<file path="src/rtl/zvs_bridge_pwm.sv">
module zvs_bridge_pwm #(
  parameter int CW      = 8,
  parameter int RW      = 4,
  parameter int BLANK   = 4,
  parameter int RES_LIM = 14
) (
  input  logic          clk,
  input  logic          rst_n,
  input  logic          dis_i,
  input  logic [CW-1:0] chg_len_i,
  input  logic [CW-1:0] dead_len_i,
  input  logic [RW-1:0] res_code_i,
  input  logic [CW-1:0] duty_i,
  input  logic          ilim_i,
  output logic          up_l_o,
  output logic          up_r_o,
  output logic          lo_l_o,
  output logic          lo_r_o,
  output logic          stb_o
);
  localparam int FS = (1 << RW) - 1;
  localparam int PW = CW + RW;

  logic          run_q, dead_q, side_q, allow_q, kill_q, last_q, have_q;
  logic [CW-1:0] cnt_q, chg_q, dlen_q, dly_q;

  logic [CW-1:0] chg_in, dead_in, dly_in, swap_at;
  logic [RW-1:0] res_eff;
  logic [PW-1:0] prod;
  logic          chg_end, dead_end, kill_now, act, ur_sel;

  assign chg_in  = (chg_len_i == '0) ? CW'(1) : chg_len_i;
  assign dead_in = (dead_len_i == '0) ? CW'(1) : dead_len_i;
  assign res_eff = (res_code_i > RW'(RES_LIM)) ? RW'(RES_LIM) : res_code_i;
  assign prod    = PW'(res_eff) * PW'(dead_in);
  assign dly_in  = CW'(prod / PW'(FS));
  assign swap_at = dlen_q - dly_q;

  assign chg_end  = !dead_q && (cnt_q == chg_q - CW'(1));
  assign dead_end = dead_q && (cnt_q == dlen_q - CW'(1));
  assign kill_now = run_q && !dead_q && ilim_i && (cnt_q >= CW'(BLANK));
  assign act      = run_q && !dis_i && !dead_q && allow_q && !kill_q && !kill_now
                    && (cnt_q < duty_i);
  assign ur_sel   = (dead_q && (cnt_q >= swap_at)) ? side_q : !side_q;

  assign up_r_o = run_q && !dis_i && ur_sel;
  assign up_l_o = run_q && !dis_i && !ur_sel;
  assign lo_l_o = act && !side_q;
  assign lo_r_o = act && side_q;
  assign stb_o  = run_q && !dead_q && (cnt_q == '0);

  always_ff @(posedge clk or negedge rst_n) begin
    if (!rst_n) begin
      run_q   <= 1'b0;
      dead_q  <= 1'b0;
      side_q  <= 1'b0;
      allow_q <= 1'b0;
      kill_q  <= 1'b0;
      last_q  <= 1'b0;
      have_q  <= 1'b0;
      cnt_q   <= '0;
      chg_q   <= CW'(1);
      dlen_q  <= CW'(1);
      dly_q   <= '0;
    end else if (!run_q) begin
      run_q   <= 1'b1;
      allow_q <= 1'b1;
      chg_q   <= chg_in;
      dlen_q  <= dead_in;
      dly_q   <= dly_in;
    end else begin
      if (act) begin
        last_q <= side_q;
        have_q <= 1'b1;
      end
      if (kill_now) kill_q <= 1'b1;
      if (chg_end) begin
        dead_q <= 1'b1;
        cnt_q  <= '0;
      end else if (dead_end) begin
        dead_q  <= 1'b0;
        cnt_q   <= '0;
        side_q  <= !side_q;
        kill_q  <= 1'b0;
        allow_q <= !have_q || (last_q == side_q);
        if (side_q) begin
          chg_q  <= chg_in;
          dlen_q <= dead_in;
          dly_q  <= dly_in;
        end
      end else begin
        cnt_q <= cnt_q + CW'(1);
      end
    end
  end
endmodule

</file>
<file path="config.mk">
export PLATFORM = sky130hd
export DESIGN_NAME = zvs_bridge_pwm
export DESIGN_NICKNAME = d
export VERILOG_FILES = /design/src/rtl/zvs_bridge_pwm.sv
export SDC_FILE = /design/constraint.sdc
export NUM_CORES = 1
export LEC_CHECK = 0
export ABC_AREA = 1
export BUFFER_PORTS_ARGS = -buffer_cell sky130_fd_sc_hd__buf_2
export CELL_PAD_IN_SITES_DETAIL_PLACEMENT = 0
export CELL_PAD_IN_SITES_GLOBAL_PLACEMENT = 1
export CORE_ASPECT_RATIO = 0.8
export CORE_MARGIN = 2
export CORE_UTILIZATION = 49
export CTS_BUF_LIST = sky130_fd_sc_hd__clkbuf_16
export DETAILED_ROUTE_END_ITERATION = 10
export PLACE_DENSITY_LB_ADDON = 0.1
export RECOVER_POWER = 100
export SLEW_MARGIN = 20
export SYNTH_ARGS = -nofsm -noshare
export SYNTH_HDL_FRONTEND = slang
export SYNTH_SLANG_ARGS = --single-unit
</file>
<file path="constraint.sdc">
create_clock -name clk -period 7.27 [get_ports clk]
set_input_delay 0.3635 -clock clk [delete_from_list [all_inputs] [get_ports clk]]
set_output_delay 0.3635 -clock clk [all_outputs]
set_load 0.03 [all_outputs]
</file>
### Word-level counts from Yosys, hierarchy flattened

Index checks and enable logic that the tools add are counted.

* flip-flop bits (word level): 39
* bits in latches: 0
* memory bits (writable): 0
* memory bits (read-only): 0
* input bits: 32
* word-level logic and storage cells: 88
* memories kept: 0

* add/sub/neg operators: 4
* $mul: 1
* divide/modulo/power cells: 1
* $lt $le $gt $ge: 4
* eq/ne operators: 6
* shifts and indexed selects: 0
* muxes and demuxes: 26
* bitwise logic cells: 1
* reduce and logical (&&, ||, !) cells: 34

Operators by type and width (number)
* $mux 8: 16
* $logic_not 8->1: 3
* $logic_and 1x1->1: 17
* $eq 8x8->1: 2
* $sub 8x1->8 const B: 2
* $div 12x4->12 const B: 1
* $mul 4x8->12: 1
* $mux 1: 9
* $add 8x1->8 const B: 1
* $ge 8x3->1 const B: 1
* $ge 8x8->1: 1
* $lt 8x8->1: 1
* $sub 8x8->8: 1
* $logic_not 1->1: 7
* $reduce_and 2->1: 3
* $reduce_and 3->1: 2
* $gt 4x4->1 const B: 1
* $mux 4: 1
* $ne 2x1->1 const B: 2
* $ne 2x2->1 const B: 1
* $reduce_bool 2->1: 1
* $eq 1x1->1: 1
* $logic_or 1x1->1: 1
* $not 1->1: 1

### Longest topological paths before layout

* depth after elaboration: 8
* gate-level depth with buffers: 55

### Worst setup path before layout

No wires, ideal clock.

* path kind: input to register
* start: in dead_len_i[7]
* end: reg dly_q[0]
* setup time: 0.118 ns
* arrival time: 6.036 ns
* required time: 7.152 ns
* setup slack: 1.116 ns
* cell stages on the path: 46
* cell sequence: nor4_1 a41oi_1 nor2_1 fa_1 fa_1 inv_1 fa_1 inv_1 nand3_1 nand2_2 nand2_1 nand2_1 nand2_1 nand2_2 inv_2 nor2_2 inv_2 nand2_4 [10 not listed] nand3_4 o21ai_1 nand2_2 o31ai_1 nand2_1 nor2_1 o21bai_2 nand2_1 inv_1 ha_1 nand3_2 nor2_4 nor2_2 nand2_2 nand2_1 nand3_1 nor2_1 nor2_1

* cells in the longest elaborated chain, start to end: 8

Ends and longest elaborated chain
* start, declared: line 11 `input logic [CW-1:0] dead_len_i,`
* $logic_not 8->1: line 33 `assign dead_in = (dead_len_i == '0) ? CW'(1) : dead_len_i;`
* $mux 8 *: line 33
* $mul 4x8->12 *: line 35 `assign prod = PW'(res_eff) * PW'(dead_in);`
* $div 12x4->12 *: line 36 `assign dly_in = CW'(prod / PW'(FS));`
* $mux 8: line 86 `if (side_q) begin`
* $mux 8: line 80 `end else if (dead_end) begin`
* $mux 8: line 77 `if (chg_end) begin`
* $mux 8 *: line 65 `end else if (!run_q) begin`
* end signal, assigned: line 70 `dly_q <= dly_in;`
* end signal, assigned: line 89 `dly_q <= dly_in;`
* end, declared: line 25 `logic [CW-1:0] cnt_q, chg_q, dlen_q, dly_q;`

Mark *: on every way between the ends. The rest lies on a longest branch, timed or not. The select of a mux whose other input is x is not followed.
A chain may end at the register's enable or synchronous reset.

### Worst setup path in the final report

Same ends and word-level chain as after synthesis.

==> results_dict.tcl <==
set metrics [dict create \
    outcome "finished with violations" \
    violations "max-capacitance violations, max-slew violations" \
    ant_nets 0 \
    hp-class "in2reg" \
    finalPower_mw 2.150 \
    seq_area_frac_synth_pct 19.92 \
    antenna_found_initial 0 \
    finalCritPeriodShare_pct 90.61 \
    io_pins 37 \
    track_usage_pct 21.99 \
    power_density_nw_per_um2 395.3 \
    endpoint_kind "register" \
    fin_nets 831 \
    synth_enable_flop_cells 0 \
    cts_tree "built" \
    grt_pass1_wl_mm 19.01 \
    via_per_inst 4.890 \
    fillers 977 \
    grt_max_degree 40 \
    vdd_drop_max_mv 0.1623 \
    grt_setup_unrepaired "false" \
    wl_per_cell_um 12.26 \
    slew_viol_final 40 \
    die_w_um 115.9 \
    dp.final_hpwl_mm 8.859 \
    worst-path-max-fanout 7 \
    timing.hold.ws_ps 296.6 \
    crit_type "in2reg" \
    drive_gt1_share_pct 16.40 \
    clock_latency_ps 290 \
    slew_headroom_pct -46.31 \
    numCtsBuffers 5 \
    arrival_ps 6770 \
    drt-total-wl_mm 10.79 \
    h-tree-depth 2 \
    gp_congestion 0.8775 \
    yosys_warnings 0 \
    final_common_cell "nand2_1" \
    skew_ps 5.504 \
    async_reset_ff_share_pct 100.0 \
    fin_crit_ps 6587 \
    synth_xor_xnor_area_share_pct 8.178 \
    coreArea_um2 9689 \
    layout_common_cells "nand2_1, inv_1, ha_1" \
    vias 4303 \
    initial_core_util_pct 50.68 \
    synth.top_cell.area_share_pct 18.85 \
    maxCapViolCount 1 \
    syn_area_per_cell_um2 6.927 \
    synth_top_family_by_area "simple AND/OR/NAND/NOR gates" \
    clk_pin_slew_ps 60 \
    drc 0 \
    synth-seq-cells 39 \
    firstDrtPassIters 5 \
    io_buffers 36 \
    setup_tns_ps 0 \
    post_cts.repair.setup_buffers 0 \
    fin_area_um2 5438 \
    setup_viol 0 \
    tightest_slew_ps 2195 \
    cts.sinks 39 \
    rows 32 \
    synth_fa_ha_area_share_pct 16.25 \
    ys_types 49 \
    synthMuxAreaShare_pct 0.2038 \
    clk_path_buf_depth 2 \
    clockRootBuffer "clkbuf_16" \
    cp_slowest_stage_delay_ps 550 \
    p_leak_nw 3.023 \
    synthesis.nets 797 \
    crit_path_frequent_cell "nand2_1" \
    grt_pass1_vias 4073 \
    synthCells 709 \
    n_antenna_cell 0 \
    final_core_util_pct 56.12 \
    cp-start-kind "primary input" \
    hold_viol_final 0 \
    dpl_cell_area_um2 5231 \
    area_growth_pct 10.73 \
    drt_iter0_drc 265 \
    synth_compound_area_share_pct 12.03 \
    dieArea_um2 10840 \
    overflow 0 \
    synthSimpleGateAreaFrac_pct 30.27 \
    ys_top_cells_by_area "dfrtp_1, nand2_1, inv_1" \
    dieHeight_um 93.54 \
    yosys_most_used_dff "dfrtp_1" \
    cp_slowest_cell "fa_1" \
    critPathRequiredTime_ps 7450 \
    synth_top_cell_by_area "dfrtp_1" \
    fmax_ghz 0.1518 \
    synth.cell_area_um2 4911 \
]
[area by class of cell]
cell class / count / area (um^2) / share of cell area (%)
inverter: 161 / 604.3 / 11.11
sequential: 39 / 978.4 / 17.99
clock inverter: 3 / 67.56 / 1.243
tap: 136 / 170.2 / 3.129
timing repair buffer: 37 / 176.4 / 3.244
multi-input combinational: 499 / 3316 / 60.98
clock buffer: 5 / 125.1 / 2.301
[logic make-up (layout without fill, tap and decap cells)]
family	count (synthesis)	in the layout
xor+xnor	45	45
fa+ha+maj	56	56
mux	1	1
flops	39	39
other cells	1	1
buf+inv	171	206
compound gates	93	93
simple gates	303	303
[sequential cells by signal, indices dropped and copies added, names as in the netlist]
| signal | cells |
|---|---|
| last_q | 1 |
| run_q | 1 |
| kill_q | 1 |
| allow_q | 1 |
| have_q | 1 |
| dly_q | 8 |
| chg_q | 8 |
| side_q | 1 |
| dlen_q | 8 |
| dead_q | 1 |
| cnt_q | 8 |
[cell usage after synthesis (6+ instances only)]
library cell / count
a21oi_1: 19
clkbuf_1: 10
dfrtp_1: 37
fa_1: 13
ha_1: 43
inv_1: 148
inv_2: 11
nand2_1: 154
nand2_2: 26
nand2_4: 7
nand3_1: 32
nand3_2: 9
nand4_1: 10
nor2_1: 40
nor2_2: 7
nor3_1: 6
o21ai_0: 30
o21ai_1: 7
o22ai_1: 6
xnor2_1: 14
xor2_1: 30
[where the power goes]
part	leakage (nW)	switching [mW]	internal, mW
Clock	0.0900	0.0955	0.197
Sequential	0.470	0.0544	0.263
Combinational	2.46	0.985	0.555
Total	3.02	1.13	1.01
[what timing repair did]
item,4_1_cts,5_1_grt
hold buffers,0,0
endpoints found under the setup margin,0,2
resized for setup,0,4
[per-layer routing]
metal	GRT usage [%]	vias up	wire [um]
met5	0	-	0
met4	3.869	0	96
met3	3.435	7	478
met2	31.48	79	4142
met1	34.79	1934	6071
li1	-	2283	-
[per-stage QoR]
stage	setup slack (ps)	instances
global placement	350.4	872
floorplan	1116	709
CTS	385.2	880
global route	9.683	880
finish	682.5	880
detailed placement	108.1	872
[critical path, delay by kind of cell]
family | cells | cell delay [ps]
compound gates | 6 | 1170
fa+ha+maj | 4 | 1660
simple gates | 30 | 3030
buf+inv | 7 | 540
[path summary, 6_finish.rpt]
check                                    from       end  slack, ps  depth (start not counted)
worst max register to register      dlen_q[0]  dly_q[3]       3430                         13
min in group asynchronous               rst_n    last_q        700                          1
worst min-delay path             chg_len_i[7]  chg_q[7]        300                          3
worst min register to register         have_q    have_q        460                          2
worst max-delay path            dead_len_i[7]  dly_q[0]        680                         47
max in group asynchronous               rst_n  cnt_q[1]       5300                          1
Note: power is estimated with default switching activity, not from simulation.
